--- config.mk ---
export PLATFORM = sky130hd
export DESIGN_NAME = pin_irq_ctrl
export DESIGN_NICKNAME = d
export VERILOG_FILES = /design/src/rtl/pin_irq_pkg.sv /design/src/rtl/pin_sync.sv /design/src/rtl/ext_sense.sv /design/src/rtl/pc_group.sv /design/src/rtl/irq_arb.sv /design/src/rtl/pin_irq_ctrl.sv
export SDC_FILE = /design/constraint.sdc
export NUM_CORES = 1
export LEC_CHECK = 0
export BUFFER_PORTS_ARGS = -buffer_cell sky130_fd_sc_hd__buf_2
export CORE_ASPECT_RATIO = 0.6
export CORE_UTILIZATION = 50
export DETAILED_ROUTE_END_ITERATION = 6
export GPL_ROUTABILITY_DRIVEN = 0
export GPL_TIMING_DRIVEN = 1
export PLACE_DENSITY_LB_ADDON = 0.1
export SETUP_SLACK_MARGIN = 0.15
export SLEW_MARGIN = 20
export SYNTH_ARGS = -nofsm -noshare
export SYNTH_HDL_FRONTEND = slang
export SYNTH_SLANG_ARGS = --single-unit
--- constraint.sdc ---
create_clock -name clk -period 1.98 [get_ports clk]
set_input_delay 0.099 -clock clk [delete_from_list [all_inputs] [get_ports clk]]
set_output_delay 0.099 -clock clk [all_outputs]
set_load 0.01 [all_outputs]
--- src/rtl/pin_irq_pkg.sv ---
package pin_irq_pkg;

  typedef enum logic [1:0] {
    SENSE_LOW  = 2'b00,
    SENSE_ANY  = 2'b01,
    SENSE_FALL = 2'b10,
    SENSE_RISE = 2'b11
  } sense_e;

  localparam int unsigned ADDR_CTRL  = 0;
  localparam int unsigned ADDR_FLAG  = 1;
  localparam int unsigned ADDR_MASK0 = 2;

  localparam int unsigned CTRL_EXT_EN  = 0;
  localparam int unsigned CTRL_SENSE_LO = 1;
  localparam int unsigned CTRL_GRP_EN0 = 3;

endpackage

--- src/rtl/pin_sync.sv ---
module pin_sync #(
  parameter int unsigned W = 1
) (
  input  logic         clk,
  input  logic         rst,
  input  logic [W-1:0] pin_in,
  output logic [W-1:0] cur,
  output logic [W-1:0] prev
);

  logic [W-1:0] meta_q, cur_q, prev_q;

  always_ff @(posedge clk) begin
    if (rst) begin
      meta_q <= '0;
      cur_q  <= '0;
      prev_q <= '0;
    end else begin
      meta_q <= pin_in;
      cur_q  <= meta_q;
      prev_q <= cur_q;
    end
  end

  assign cur  = cur_q;
  assign prev = prev_q;

endmodule

--- src/rtl/ext_sense.sv ---
module ext_sense
  import pin_irq_pkg::*;
(
  input  logic   clk,
  input  logic   rst,
  input  sense_e sense,
  input  logic   cur,
  input  logic   prev,
  input  logic   w1c,
  input  logic   ack,
  output logic   flag,
  output logic   level_req
);

  logic set;
  logic flag_q;

  always_comb begin
    unique case (sense)
      SENSE_ANY:  set = cur ^ prev;
      SENSE_FALL: set = prev & ~cur;
      SENSE_RISE: set = ~prev & cur;
      default:    set = 1'b0;
    endcase
  end

  always_ff @(posedge clk) begin
    if (rst)                    flag_q <= 1'b0;
    else if (sense == SENSE_LOW) flag_q <= 1'b0;
    else if (set)               flag_q <= 1'b1;
    else if (w1c || ack)        flag_q <= 1'b0;
  end

  assign flag      = flag_q;
  assign level_req = (sense == SENSE_LOW) & ~cur;

  AST_LEVEL_NO_FLAG: assert property (@(posedge clk) disable iff (rst)
    (sense == SENSE_LOW) |=> !flag_q);
  AST_EDGE_SETS: assert property (@(posedge clk) disable iff (rst)
    (set && sense != SENSE_LOW) |=> flag_q);
  AST_W1C_CLEARS: assert property (@(posedge clk) disable iff (rst)
    (w1c && !set) |=> !flag_q);
  AST_W0_KEEPS: assert property (@(posedge clk) disable iff (rst)
    (flag_q && !w1c && !ack && sense != SENSE_LOW) |=> flag_q);
  AST_ACK_CLEARS: assert property (@(posedge clk) disable iff (rst)
    (ack && !set) |=> !flag_q);

endmodule

--- src/rtl/pc_group.sv ---
module pc_group #(
  parameter int unsigned GW = 8
) (
  input  logic          clk,
  input  logic          rst,
  input  logic          grp_en,
  input  logic [GW-1:0] mask,
  input  logic [GW-1:0] cur,
  input  logic [GW-1:0] prev,
  input  logic          w1c,
  input  logic          ack,
  output logic          flag
);

  logic [GW-1:0] hit;
  logic          set;
  logic          flag_q;

  assign hit = (cur ^ prev) & mask;
  assign set = grp_en & (|hit);

  always_ff @(posedge clk) begin
    if (rst)             flag_q <= 1'b0;
    else if (set)        flag_q <= 1'b1;
    else if (w1c || ack) flag_q <= 1'b0;
  end

  assign flag = flag_q;

  AST_GRP_DISABLED: assert property (@(posedge clk) disable iff (rst)
    (!grp_en && !flag_q) |=> !flag_q);
  AST_GRP_MASKED: assert property (@(posedge clk) disable iff (rst)
    (mask == '0 && !flag_q) |=> !flag_q);
  AST_GRP_CLEAR: assert property (@(posedge clk) disable iff (rst)
    ((w1c || ack) && !set) |=> !flag_q);

endmodule

--- src/rtl/irq_arb.sv ---
module irq_arb #(
  parameter int unsigned NSRC  = 3,
  parameter int unsigned VEC_W = 2
) (
  input  logic             clk,
  input  logic             rst,
  input  logic             gie,
  input  logic [NSRC-1:0]  pend,
  output logic             irq_req,
  output logic [VEC_W-1:0] irq_vec
);

  logic [VEC_W-1:0] vec_d;
  logic             req_q;
  logic [VEC_W-1:0] vec_q;

  always_comb begin
    vec_d = '0;
    for (int i = NSRC - 1; i >= 0; i--) begin
      if (pend[i]) vec_d = VEC_W'(i);
    end
  end

  always_ff @(posedge clk) begin
    if (rst) begin
      req_q <= 1'b0;
      vec_q <= '0;
    end else begin
      req_q <= gie & (|pend);
      vec_q <= vec_d;
    end
  end

  assign irq_req = req_q;
  assign irq_vec = vec_q;

  AST_NO_REQ_WITHOUT_GIE: assert property (@(posedge clk) disable iff (rst)
    !gie |=> !irq_req);
  AST_EXT_FIRST: assert property (@(posedge clk) disable iff (rst)
    (gie && pend[0]) |=> (irq_req && irq_vec == '0));
  AST_VEC_RANGE: assert property (@(posedge clk) disable iff (rst)
    irq_req |-> (int'(irq_vec) < NSRC));

endmodule

--- src/rtl/pin_irq_ctrl.sv ---
module pin_irq_ctrl
  import pin_irq_pkg::*;
#(
  parameter int unsigned GROUP_W    = 8,
  parameter int unsigned NUM_GROUPS = 2,
  parameter int unsigned ADDR_W     = 3,
  parameter int unsigned DATA_W     = 8,
  parameter int unsigned VEC_W      = 2
) (
  input  logic                          clk,
  input  logic                          rst,
  input  logic                          gie,
  input  logic                          ext_pin,
  input  logic [GROUP_W*NUM_GROUPS-1:0] pc_pins,
  input  logic                          reg_we,
  input  logic [ADDR_W-1:0]             reg_addr,
  input  logic [DATA_W-1:0]             reg_wdata,
  output logic [DATA_W-1:0]             reg_rdata,
  input  logic                          ack,
  input  logic [VEC_W-1:0]              ack_vec,
  output logic                          irq_req,
  output logic [VEC_W-1:0]              irq_vec
);

  localparam int unsigned NPC  = GROUP_W * NUM_GROUPS;
  localparam int unsigned NSRC = NUM_GROUPS + 1;
  localparam int unsigned CTRL_BITS = CTRL_GRP_EN0 + NUM_GROUPS;
  localparam logic [DATA_W-1:0] CTRL_USED = DATA_W'((1 << CTRL_BITS) - 1);

  logic [DATA_W-1:0]  ctrl_q;
  logic [GROUP_W-1:0] mask_q [NUM_GROUPS];
  logic [NSRC-1:0]    flags;
  logic [NSRC-1:0]    w1c;
  logic [NSRC-1:0]    ackv;
  logic [NSRC-1:0]    pend;
  logic [DATA_W-1:0]  rdata_d;
  logic [DATA_W-1:0]  rdata_q;
  logic               ext_cur, ext_prev, level_req;
  logic [NPC-1:0]     pc_cur, pc_prev;
  sense_e             sense;

  assign sense = sense_e'(ctrl_q[CTRL_SENSE_LO +: 2]);

  // control and mask registers
  always_ff @(posedge clk) begin
    if (rst) begin
      ctrl_q <= '0;
      for (int g = 0; g < NUM_GROUPS; g++) mask_q[g] <= '0;
    end else if (reg_we) begin
      if (int'(reg_addr) == ADDR_CTRL) ctrl_q <= reg_wdata & CTRL_USED;
      for (int g = 0; g < NUM_GROUPS; g++) begin
        if (int'(reg_addr) == ADDR_MASK0 + g) mask_q[g] <= reg_wdata[GROUP_W-1:0];
      end
    end
  end

  // flag clears: write-one and acknowledge
  always_comb begin
    for (int s = 0; s < NSRC; s++) begin
      w1c[s]  = reg_we && (int'(reg_addr) == ADDR_FLAG) && reg_wdata[s];
      ackv[s] = ack && (int'(ack_vec) == s);
    end
  end

  // read mux, registered
  always_comb begin
    rdata_d = '0;
    if (int'(reg_addr) == ADDR_CTRL) rdata_d = ctrl_q;
    if (int'(reg_addr) == ADDR_FLAG) rdata_d = DATA_W'(flags);
    for (int g = 0; g < NUM_GROUPS; g++) begin
      if (int'(reg_addr) == ADDR_MASK0 + g) rdata_d = DATA_W'(mask_q[g]);
    end
  end

  always_ff @(posedge clk) begin
    if (rst) rdata_q <= '0;
    else     rdata_q <= rdata_d;
  end

  assign reg_rdata = rdata_q;

  pin_sync #(.W(1)) u_ext_sync (
    .clk(clk), .rst(rst), .pin_in(ext_pin), .cur(ext_cur), .prev(ext_prev)
  );

  pin_sync #(.W(NPC)) u_pc_sync (
    .clk(clk), .rst(rst), .pin_in(pc_pins), .cur(pc_cur), .prev(pc_prev)
  );

  ext_sense u_ext (
    .clk(clk), .rst(rst), .sense(sense), .cur(ext_cur), .prev(ext_prev),
    .w1c(w1c[0]), .ack(ackv[0]), .flag(flags[0]), .level_req(level_req)
  );

  assign pend[0] = ctrl_q[CTRL_EXT_EN] & (flags[0] | level_req);

  for (genvar g = 0; g < NUM_GROUPS; g++) begin : g_grp
    pc_group #(.GW(GROUP_W)) u_grp (
      .clk   (clk),
      .rst   (rst),
      .grp_en(ctrl_q[CTRL_GRP_EN0 + g]),
      .mask  (mask_q[g]),
      .cur   (pc_cur[g*GROUP_W +: GROUP_W]),
      .prev  (pc_prev[g*GROUP_W +: GROUP_W]),
      .w1c   (w1c[g+1]),
      .ack   (ackv[g+1]),
      .flag  (flags[g+1])
    );
    assign pend[g+1] = ctrl_q[CTRL_GRP_EN0 + g] & flags[g+1];
  end

  irq_arb #(.NSRC(NSRC), .VEC_W(VEC_W)) u_arb (
    .clk(clk), .rst(rst), .gie(gie), .pend(pend),
    .irq_req(irq_req), .irq_vec(irq_vec)
  );

  AST_WRITE_READBACK: assert property (@(posedge clk) disable iff (rst)
    (reg_we && int'(reg_addr) == ADDR_MASK0) |=> (mask_q[0] == $past(reg_wdata[GROUP_W-1:0])));

endmodule

==> results of run 1 <==
-- power by group --
group          internal, mW  switching (mW)
Combinational         0.118           0.111
Sequential             1.86          0.0386
Clock                 0.636           0.566
Total                  2.61           0.715
-- layer usage --
layer  wire (um)  share of wire (%)
met1        2640                 48
met4          55                1.0
met3         463                8.5
met2        2310                 42
met5           0                  0
-- flip-flops by register name, indices dropped and copies added, names as in the netlist --
register / count
u_ext_sync.prev: 1
u_arb.irq_req: 1
u_arb.irq_vec: 2
u_pc_sync.prev: 16
u_ext_sync.meta_q: 1
mask_q: 16
reg_rdata: 8
u_pc_sync.cur: 16
u_pc_sync.meta_q: 16
u_ext_sync.cur: 1
g_grp.u_grp.flag: 2
u_ext.flag: 1
ctrl_q: 5
-- per-stage QoR --
stage,cell area (um2),util [%],hold WS (ns)
global route,3690,64.9,0.000101
detailed placement,3300,58.2,0.311
floorplan,3000,-,0.227
global placement,3300,58.2,0.307
CTS,3690,64.9,0.00571
finish,3690,64.9,0.0100
-- final cells by class --
type	instances	area (um2)
Fill cell	462	1990
Sequential cell	86	1880
Inverter	6	22.5
Timing Repair Buffer	66	428
Tap cell	80	100
Clock inverter	2	11.3
Clock buffer	13	191
Multi-Input combinational cell	153	1050
-- worst reg2reg max path, delay by kind of cell (launching register included) --
family / cells / cell delay (ns)
DFF: 1 / 0.46
and+or+nand+nor: 3 / 0.46
AOI/OAI and AO/OA: 1 / 0.28
-- layout by cell type (no fill, tap or decap), types with 2 or more instances in the layout --
cell type	n
dfxtp_1	70
dlygate4sd3_1	18
a22oi_1	8
ha_1	2
nand3_1	2
clkbuf_16	2
o221ai_1	6
buf_2	45
edfxtp_1	16
xor2_1	16
nand2_1	10
and2_1	8
inv_1	6
a31o_2	3
buf_4	3
clkbuf_8	10
o21ai_0	2
a21oi_1	6
nor2_1	13
mux2i_1	11
nor2b_1	51
nand4_1	2
-- logic make-up after synthesis --
family,count (synthesis),synth area share (%)
xor gates and xnor gates,16,4.67
muxes,11,3.67
and+or+nand+nor,96,19.0
adders and majority gates,2,0.834
AOI/OAI and AO/OA,28,6.88
DFF,86,62.7
buffers and inverters,14,2.25
-- final timing paths --
check	slack, ns	depth (start not counted)	from	end
hold / removal	0.01	3	reg_wdata[4]	ctrl_q[4]
setup reg to reg	0.68	4	ctrl_q[1]	u_arb.irq_vec[1]
setup / recovery	0.68	4	ctrl_q[1]	u_arb.irq_vec[1]
hold reg to reg	0.44	1	u_pc_sync.meta_q[2]	u_pc_sync.cur[2]
-- repair_timing --
action | 4_1_cts | 5_1_grt
endpoints found under the hold margin | 18 | 0
hold buffers | 18 | 0
gates resized for setup | 0 | 0
==> impl_results.rst, run 1 <==
.. list-table::
   :header-rows: 1

   * - Metric
     - Value
   * - Global-route usage over all layers
     - 19.0%
   * - Critical path endpoint category
     - flop
   * - Post-route DRC
     - 0
   * - LEAKAGE
     - 1.59 nW
   * - DR pass1 iterations
     - 4
   * - Kind of path behind the tightest hold check
     - input port to flop
   * - Gate count of the mapped netlist
     - 253
   * - Top cells by instance count after synthesis
     - dfxtp_1 (70), nor2b_1 (51), edfxtp_1 (16), xor2_1 (16), nor2_1 (13)
   * - GRT busiest layer
     - met2
   * - Largest stage delay, worst path
     - 0.46 ns
   * - Synth top area cells
     - dfxtp_1 (47%), edfxtp_1 (16%), nor2b_1 (11%), xor2_1 (4.7%), mux2i_1 (3.7%)
   * - Outcome
     - completed
   * - Worst-path fanout max
     - 6
   * - Clock network latency to the later pin of the worst-skew pair
     - 0.34 ns
   * - Most used DFF post-synth
     - dfxtp_1
   * - Top cell family by delay on the critical path
     - flip-flops
   * - Setup repair after global routing missed its margin
     - false
   * - Post-DR wirelength/cell
     - 13.5 um
   * - Met2 Resource Use GR
     - 28.4%
   * - First-pass GRT wire length
     - 8330 um
   * - Ratio of final minimum period to clock period
     - 65.5%
   * - Number of antenna-violating nets in the routed design
     - 0
   * - MaxCap Viol Count
     - 0
   * - Number of pins exceeding their max-slew limit in the final report
     - 0
   * - Fraction of synthesized cell area taken by the top area cell type
     - 46.7%
   * - Worst-path cell chain
     - nor3_1, o21ai_0, nand2_1, nor4bb_1
   * - Netlist Area Pre-Place
     - 3000 um2
   * - Nets@finish
     - 359
   * - Design Power
     - 3.32 mW
   * - Cell with the largest stage delay on the worst path
     - dfxtp_1
   * - Post-synthesis sequential element count
     - 86
   * - Count of distinct cell types in the synthesized netlist
     - 33
   * - Fraction of layout cells with a size suffix above 1
     - 20.9%
   * - Estimated wirelength of the detail-placed design
     - 3710 um
   * - Chip height
     - 62.0 um
   * - Required time worst endpoint
     - 2.22 ns
   * - Num Clock Sinks
     - 86
   * - Placement Rows
     - 21
   * - Htree depth
     - 3
   * - Final min period
     - 1.30 ns
   * - Count of antenna diodes in the layout
     - 0
   * - Most frequently used cell type in the post-synthesis netlist
     - dfxtp_1
   * - Die outline area
     - 6320 um2
   * - Total number of vias
     - 1956
   * - WP data arrival
     - 1.54 ns
   * - Clock tree from TritonCTS
     - built
   * - Post-synthesis to final-layout area growth
     - 22.9%
   * - Starting DRT DRC Count
     - 76
   * - Largest area contributor in the netlist
     - dfxtp_1
   * - Average cell area after synthesis
     - 11.9 um2
   * - Clock tree skew after final layout
     - 0.00694 ns
   * - Startpoint types
     - flop
   * - I/O pin count
     - 46
   * - Met1 global-route usage
     - 25.4%
   * - Cell Count Post-Placement
     - 373
   * - Area inside the core boundary
     - 5680 um2
   * - Maximum resistive drop on vdd
     - 526 uV
   * - Yosys warning total
     - 0
   * - Buffer levels on the longest clock path
     - 2
   * - Maximum number of pins on one net before global-route repair
     - 47
   * - Clock-pin slew on the worst setup and hold paths
     - 0.08 ns
   * - Final Hold Viols
     - 0
   * - Cell at the root of the clock tree
     - clkbuf_8
   * - Maximum frequency from static timing analysis
     - 771 MHz
   * - Number of buffers inserted by post-CTS setup repair
     - 0
   * - Average vias per placed instance
     - 4.82
   * - Worst-case setup slack after placement
     - 0.528 ns
   * - Number of I/O port buffers
     - 45
   * - Starting utilization of the core area
     - 52.9%
   * - Final wirelength
     - 5470 um
   * - Accumulated negative setup slack
     - 0 ns
   * - Initial antenna violation count
     - 0
   * - Power per standard cell area
     - 902 nW/um2
   * - Gr ovfl total
     - 0
   * - Final Instance Count excl. Fillers
     - 406
   * - Slew margin rel.
     - 63.7%
   * - Buffers and inverters on the worst path
     - 0
   * - Number of nets in the synthesized netlist
     - 290
   * - Met3 usage
     - 7.38%
   * - Register area share after synthesis
     - 62.7%
   * - TritonCTS Buffers
     - 9
   * - Share of synthesized flip-flops with an asynchronous set or reset
     - 0%
   * - Final worst-path setup slack
     - 0.683 ns
   * - EDFF count, synth
     - 16
   * - Final setup violation count
     - 0
   * - Vias in the first global route
     - 1718
   * - Worst setup path category
     - flop to flop
   * - Least-Margin Pin Slew
     - 0.541 ns
   * - Horizontal die dimension
     - 102 um
(Power assumes the default switching activity.)
==> run 2, diff against run 1 <==
Settings changed: ABC_AREA set to 1.
Clock period 1.98 ns to 1.3 ns, I/O delays scaled along.
==> run 2 against run 1 <==
Hold slack gained 0.014 ns. Area after synthesis rose by 5.5%. Final area rose by 5.9%. Critical endpoint unchanged.
==> impl_results.rst, run 2 <==
.. list-table::
   :header-rows: 1

   * - Metric
     - Value
   * - Clock network latency to the later pin of the worst-skew pair
     - 0.36 ns (+0.02 ns)
   * - I/O pin count
     - 46 (unchanged)
   * - Clock tree skew after final layout
     - 0.0131 ns (+0.00615 ns)
   * - Final setup violation count
     - 0 (unchanged)
   * - Most used DFF post-synth
     - dfxtp_1
   * - MaxCap Viol Count
     - 0 (unchanged)
   * - TritonCTS Buffers
     - 9 (unchanged)
   * - Detailed-routing wirelength on met1
     - 3100 um (+18%)
   * - Maximum resistive drop on vdd
     - 907 uV (+73%)
   * - Vias in the first global route
     - 2360 (+37%)
   * - Power per standard cell area
     - 1320 nW/um2 (+46%)
   * - Area used by multi-input combinational logic
     - 915 um2 (-13%)
   * - Largest stage delay, worst path
     - 0.35 ns (-0.11 ns)
   * - Least-Margin Pin Slew
     - 0.509 ns (-0.0323 ns)
   * - Routed wl met2
     - 2520 um (+9.3%)
   * - Share of the synthesized netlist area taken by xor and xnor gates
     - 0% (-4.7 points)
   * - Most frequently used cell type in the post-synthesis netlist
     - inv_1
   * - Critical path endpoint category
     - flop
   * - Register area share after synthesis
     - 59.5% (-3.2 points)
   * - Clock-pin slew on the worst setup and hold paths
     - 0.08 ns (about the same)
   * - Top cells by instance count after synthesis
     - inv_1 (90), dfxtp_1 (70), nor2_1 (70), nand2_1 (69), nand3_1 (25)
   * - Final min period
     - 1.13 ns (-0.171 ns)
   * - Horizontal die dimension
     - 105 um (+2.6%)
   * - EDFF count, synth
     - 16 (unchanged)
   * - Maximum frequency from static timing analysis
     - 888 MHz (+15%)
   * - Complex-gate fraction of the synthesized area
     - 5.46% (-1.4 points)
   * - Accumulated negative setup slack
     - 0 ns (unchanged)
   * - Htree depth
     - 3 (unchanged)
   * - Adder-cell area share of the yosys netlist
     - 0.791% (-0.043 points)
   * - Multiplexer area fraction after synthesis
     - 0% (-3.7 points)
   * - Post-synthesis to final-layout area growth
     - 23.4%
   * - Number of nets in the synthesized netlist
     - 430 (+48%)
   * - First-pass GRT wire length
     - 10600 um (+27%)
   * - Top library cells by usage in the layout, fill and taps aside
     - inv_1 (88), nor2_1 (70), nand2_1 (69)
   * - Netlist Area Pre-Place
     - 3160 um2 (+5.5%)
   * - Required time worst endpoint
     - 1.59 ns (-0.63 ns)
   * - Count of distinct cell types in the synthesized netlist
     - 18 (-45%)
   * - Share of synthesized flip-flops with an asynchronous set or reset
     - 0% (unchanged)
   * - Fraction of layout cells with a size suffix above 1
     - 16.4% (-4.5 points)
   * - Total number of vias
     - 2450 (+25%)
   * - Average vias per placed instance
     - 4.42 (-8.2%)
   * - Post-route DRC
     - 0 (unchanged)
   * - DR pass1 iterations
     - 4 (unchanged)
   * - Worst-path cell chain
     - inv_2, nand3_1, a21oi_1, or2_2, nor3b_2
   * - Cell at the root of the clock tree
     - clkbuf_8
   * - Kind of path behind the tightest hold check
     - input port to flop
   * - Worst setup path category
     - flop to flop
   * - Area taken by flip-flops and latches
     - 1880 um2 (+0.13%)
   * - Die outline area
     - 6660 um2 (+5.3%)
   * - Fraction of synthesized cell area taken by the top area cell type
     - 44.3% (-2.4 points)
   * - Number of antenna-violating nets in the routed design
     - 0 (unchanged)
   * - Global-route usage over all layers
     - 21.5% (+2.5 points)
   * - Ratio of final minimum period to clock period
     - 86.6% (+21 points)
   * - Synth top area cells
     - dfxtp_1 (44%), edfxtp_1 (15%), inv_1 (11%), nor2_1 (8.3%), nand2_1 (8.2%)
   * - Nets@finish
     - 502 (+40%)
   * - Estimated wirelength of the detail-placed design
     - 4360 um (+18%)
   * - Chip height
     - 63.6 um (+2.6%)
   * - Slew margin rel.
     - 66.0% (+2.4 points)
   * - LEAKAGE
     - 1.86 nW (+17%)
   * - Starting utilization of the core area
     - 51.8% (-1.1 points)
   * - Cell with the largest stage delay on the worst path
     - dfxtp_1
   * - Worst-path fanout max
     - 5 (-1)
   * - Met3 WL
     - 468 um (+1.1%)
   * - WP data arrival
     - 1.41 ns (-0.13 ns)
   * - Num Clock Sinks
     - 86 (unchanged)
   * - Count of antenna diodes in the layout
     - 0 (unchanged)
   * - Outcome
     - completed
   * - Final Hold Viols
     - 0 (unchanged)
   * - Yosys warning total
     - 0 (unchanged)
   * - Worst Hold Margin
     - 0.0245 ns (+0.0144 ns)
   * - Post-DR wirelength/cell
     - 11.1 um (-17%)
   * - Starting DRT DRC Count
     - 126 (+66%)
   * - Basic-gate share of the synthesized area counting and, or, nand and nor cells
     - 22.4% (+3.4 points)
   * - Filler Cell Count
     - 541 (+17%)
   * - Largest area contributor in the netlist
     - dfxtp_1
   * - Post-route standard cell area excluding fillers
     - 3900 um2 (+5.9%)
   * - Number of I/O port buffers
     - 45 (unchanged)
   * - Number of pins exceeding their max-slew limit in the final report
     - 0 (unchanged)
   * - Largest family of logic cells by synthesized area
     - simple AND/OR/NAND/NOR gates
   * - Top cell family by delay on the critical path
     - simple AND/OR/NAND/NOR gates
   * - Maximum number of pins on one net before global-route repair
     - 36 (-23%)
   * - Gate count of the mapped netlist
     - 393 (+55%)
   * - Final wirelength
     - 6170 um (+13%)
   * - Number of buffers inserted by post-CTS setup repair
     - 0 (unchanged)
   * - Initial antenna violation count
     - 0 (unchanged)
   * - Post-detailed-placement cell area
     - 3500 um2 (+6.0%)
   * - Top layer used by detailed routing
     - met4
   * - Area inside the core boundary
     - 6110 um2 (+7.7%)
   * - Placement Rows
     - 22 (+4.8%)
   * - Average cell area after synthesis
     - 8.05 um2 (-32%)
   * - Gr ovfl total
     - 0 (unchanged)
   * - Most common library cell in the layout ignoring fill and taps
     - inv_1
   * - Buffer levels on the longest clock path
     - 2 (unchanged)
   * - Setup repair after global routing missed its margin
     - true
   * - Buffers and inverters on the worst path
     - 1 (+1)
   * - Post-synthesis sequential element count
     - 86 (unchanged)
   * - Startpoint types
     - flop
   * - Clock tree from TritonCTS
     - built
==> run 2: cell types whose count changed after synthesis, moves of 8 or more <==
cell	previous run	this run
inv_1	6	90
and2_1	8	0
nand2_1	10	69
nand3_1	2	25
o21ai_0	2	14
nor2b_1	51	0
a21oi_1	6	19
a22oi_1	8	0
nor2_1	13	70
mux2i_1	11	0
xor2_1	16	0
==> run 2: timing repair <==
item,in CTS,in global routing
endpoints found under the hold margin,19,0
setup endpoints to repair,1,2
gates cloned,0,0
resized for setup,1,5
hold buffers,19,0
==> run 2: area by class of cell <==
class / instances / area share [%]
clock buffer: 13 / 4.07
sequential: 86 / 48.3
multi-input combinational: 207 / 23.4
timing repair buffer: 69 / 11.6
tap: 84 / 2.69
clock inverter: 3 / 1.09
inverter: 92 / 8.85
==> run 2: worst paths after layout <==
kind                     start                to  slack, ns  cells after the start
min               reg_wdata[4]         ctrl_q[4]       0.02                      3
max reg2reg          ctrl_q[2]  u_arb.irq_vec[1]       0.17                      5
max                  ctrl_q[2]  u_arb.irq_vec[1]       0.17                      5
min reg2reg  u_ext_sync.meta_q    u_ext_sync.cur       0.40                      2
==> run 2: where the power goes <==
group	internal (mW)	leakage [nW]	switching (mW)
clock	0.992	0.0996	0.894
combinational	0.165	1.03	0.211
sequential	2.83	0.729	0.0591
total	3.99	1.86	1.16
==> run 2: stage by stage <==
| step | total power [mW] | setup WS (ns) | cells | utilization (%) |
|---|---|---|---|---|
| after floorplan | 3.13 | 0.233 | 393 | - |
| after detailed placement | 3.28 | 0.126 | 519 | 57.3 |
| after CTS | 5.19 | 0.165 | 554 | 63.7 |
| final | 5.15 | 0.174 | 554 | 63.9 |
| after global routing | 5.39 | 0.107 | 554 | 63.9 |
| after global placement | 3.27 | 0.169 | 519 | 57.3 |
==> run 2: worst register-to-register path: stages, from the launching register on <==
cell and delay [ns]:
dfxtp_1 0.35, inv_2 0.07, nand3_1 0.08, a21oi_1 0.07, or2_2 0.31, nor3b_2 0.18
==> run 2: logic make-up after synthesis <==
| family | after synthesis |
|---|---|
| adders and majority gates | 2 |
| buffers and inverters | 100 |
| and+or+nand+nor | 171 |
| AOI/OAI and AO/OA | 34 |
| DFF | 86 |
==> run 2: metal layers <==
layer | global-route usage [%] | vias to the layer above
met5 | 0 | -
met2 | 31.3 | 56
met3 | 7.14 | 7
met1 | 29.4 | 1075
met4 | 8.45 | 0
li1 | - | 1312
==> run 3, diff against run 2 <==
Settings changed: CTS_BUF_LIST set to sky130_fd_sc_hd__clkbuf_16.
==> run 3 against run 2 <==
Die area unchanged. Largest cell class unchanged. Register-to-register slack about the same. Critical path type unchanged. Setup slack better by 0.0026 ns. Power up 11%. Fmax up 0.23%. Non-clock buffer count down 1. Hold slack better by 0.0075 ns. Clock skew down 0.0019 ns. Global-route usage up 0.27 points.
==> impl_results.rst, run 3 (synthesis gave the netlist of run 2 again) <==
.. list-table::
   :header-rows: 1

   * - Metric
     - Value
   * - Estimated wirelength of the detail-placed design
     - 4360 um (unchanged)
   * - Critical path endpoint category
     - flop
   * - Fraction of layout cells with a size suffix above 1
     - 16.0% (-0.39 points)
   * - Num Clock Sinks
     - 86 (unchanged)
   * - Placement Rows
     - 22 (unchanged)
   * - Design Power
     - 5.71 mW (+11%)
   * - Final setup violation count
     - 0 (unchanged)
   * - Starting DRT DRC Count
     - 134 (+6.3%)
   * - Number of pins exceeding their max-slew limit in the final report
     - 0 (unchanged)
   * - Setup repair after global routing missed its margin
     - true
   * - Clock-pin slew on the worst setup and hold paths
     - 0.06 ns (-0.02 ns)
   * - Source of the worst register-to-register timing path
     - ctrl_q[2]
   * - Gr ovfl total
     - 0 (unchanged)
   * - MaxCap Viol Count
     - 0 (unchanged)
   * - Largest stage delay, worst path
     - 0.34 ns (about the same)
   * - Worst setup path category
     - flop to flop
   * - Clock network latency to the later pin of the worst-skew pair
     - 0.34 ns (-0.02 ns)
   * - Worst-case setup slack after placement
     - 0.126 ns (unchanged)
   * - Area inside the core boundary
     - 6110 um2 (unchanged)
   * - Maximum number of pins on one net before global-route repair
     - 36 (unchanged)
   * - Htree depth
     - 3 (unchanged)
   * - Total number of vias
     - 2470 (+0.82%)
   * - Average vias per placed instance
     - 4.47 (+1.0%)
   * - Top cell family by delay on the critical path
     - simple AND/OR/NAND/NOR gates
   * - Final Hold Viols
     - 0 (unchanged)
   * - Initial antenna violation count
     - 0 (unchanged)
   * - Starting utilization of the core area
     - 51.8% (unchanged)
   * - Buffers and inverters on the worst path
     - 1 (unchanged)
   * - DR pass1 iterations
     - 4 (unchanged)
   * - Cell with the largest stage delay on the worst path
     - dfxtp_1
   * - Nets@finish
     - 501 (-0.20%)
   * - Post-route DRC
     - 0 (unchanged)
   * - Worst-path fanout max
     - 5 (unchanged)
   * - Critical Path Source
     - ctrl_q[2]
   * - Number of antenna-violating nets in the routed design
     - 0 (unchanged)
   * - Post-synthesis to final-layout area growth
     - 25.6%
   * - Buffer levels on the longest clock path
     - 2 (unchanged)
   * - WP data arrival
     - 1.38 ns (-0.03 ns)
   * - TritonCTS Buffers
     - 9 (unchanged)
   * - Number of buffers inserted by post-CTS setup repair
     - 0 (unchanged)
   * - Horizontal die dimension
     - 105 um (unchanged)
   * - Maximum frequency from static timing analysis
     - 890 MHz (+0.23%)
   * - Most common library cell in the layout ignoring fill and taps
     - inv_1
   * - Least-Margin Pin Slew
     - 0.479 ns (-0.0293 ns)
   * - Ratio of final minimum period to clock period
     - 86.4% (-0.20 points)
   * - Startpoint types
     - flop
   * - Slew margin rel.
     - 68.0% (+2.0 points)
   * - Hold path start
     - reg_wdata[3]
   * - First-pass GRT wire length
     - 10600 um (-0.26%)
   * - Count of antenna diodes in the layout
     - 0 (unchanged)
   * - Maximum resistive drop on vdd
     - 977 uV (+7.7%)
   * - Final min period
     - 1.12 ns (-0.00259 ns)
   * - Power per standard cell area
     - 1440 nW/um2 (+9.0%)
   * - Kind of path behind the tightest hold check
     - input port to flop
   * - Cell at the root of the clock tree
     - clkbuf_16
   * - Chip height
     - 63.6 um (unchanged)
   * - Post-DR wirelength/cell
     - 11.4 um (+2.6%)
   * - Vias in the first global route
     - 2312 (-2.0%)
   * - Outcome
     - completed
   * - Required time worst endpoint
     - 1.56 ns (-0.03 ns)
   * - Final wirelength
     - 6320 um (+2.4%)
   * - Number of I/O port buffers
     - 45 (unchanged)
   * - Worst-path cell chain
     - inv_2, nand3_1, a21oi_1, or2_2, nor3b_2
   * - Global-route usage over all layers
     - 21.8% (+0.27 points)
   * - I/O pin count
     - 46 (unchanged)
   * - Clock tree from TritonCTS
     - built
   * - Final worst-path setup slack
     - 0.177 ns (+0.00259 ns)
   * - Clock tree skew after final layout
     - 0.0112 ns (-0.00189 ns)
   * - Top library cells by usage in the layout, fill and taps aside
     - inv_1 (90), nor2_1 (70), nand2_1 (69), dfxtp_1 (69), buf_2 (45)
   * - Die outline area
     - 6660 um2 (unchanged)
   * - LEAKAGE
     - 1.90 nW (+2.2%)
   * - Accumulated negative setup slack
     - 0 ns (unchanged)
## run 3: cell count changes in the layout (fill, tap and decap cells not counted), sizes merged
cell         delta
inv             +3
clkbuf          -4
dlygate4sd3     -1
clkinv          +1
## run 3: cell type report
| type | instances | area [um2] |
|---|---|---|
| Clock buffer | 9 | 225 |
| Timing Repair Buffer | 68 | 443 |
| Clock inverter | 7 | 57.6 |
| Fill cell | 528 | 2140 |
| Tap cell | 84 | 105 |
| Inverter | 92 | 345 |
| Multi-Input combinational cell | 207 | 915 |
| Sequential cell | 86 | 1880 |
## run 3: worst min-delay path: stages
cell	delay, ns
buf_2	0.09
o21ai_0	0.07
a21oi_1	0.10
## run 3: routing by layer
layer / vias to the layer above / share of wire, % / GRT usage, %
li1: 1311 / - / -
met1: 1083 / 50 / 29.6
met2: 65 / 41 / 30.7
met3: 11 / 7.2 / 8.18
met4: 0 / 1.9 / 9.51
met5: - / 0 / 0
## run 3: path summary, 6_finish.rpt
| path | end | slack, ns | cells after the start |
|---|---|---|---|
| setup / recovery | u_arb.irq_vec[1] | 0.18 | 5 |
| hold / removal | ctrl_q[3] | 0.03 | 3 |
| setup reg to reg | u_arb.irq_vec[1] | 0.18 | 5 |
| hold reg to reg | u_pc_sync.cur[11] | 0.40 | 2 |
## run 3: report_power, final
part           leakage (nW)  total (mW)  switching (mW)  internal [mW]
Sequential            0.729        2.89          0.0597           2.83
Combinational          1.03       0.375           0.212          0.163
Clock                 0.146        2.45           0.987           1.46
Total                  1.90        5.71            1.26           4.45
## run 3: timing repair
action,in CTS,in global routing
endpoints found under the hold margin,18,0
resized for setup,1,4
pin swaps,0,1
cloned,0,0
hold buffers,18,0
endpoints found under the setup margin,1,2
## run 3: metrics by stage
stage | hold WS (ns) | cells | instance area, um2 | util, %
finish | 0.0320 | 553 | 3970 | 65.0
floorplan | 0.172 | 393 | 3160 | -
global placement | 0.263 | 519 | 3500 | 57.3
detailed placement | 0.272 | 519 | 3500 | 57.3
CTS | 0.0244 | 553 | 3960 | 64.9
global route | 0.0454 | 553 | 3970 | 65.0
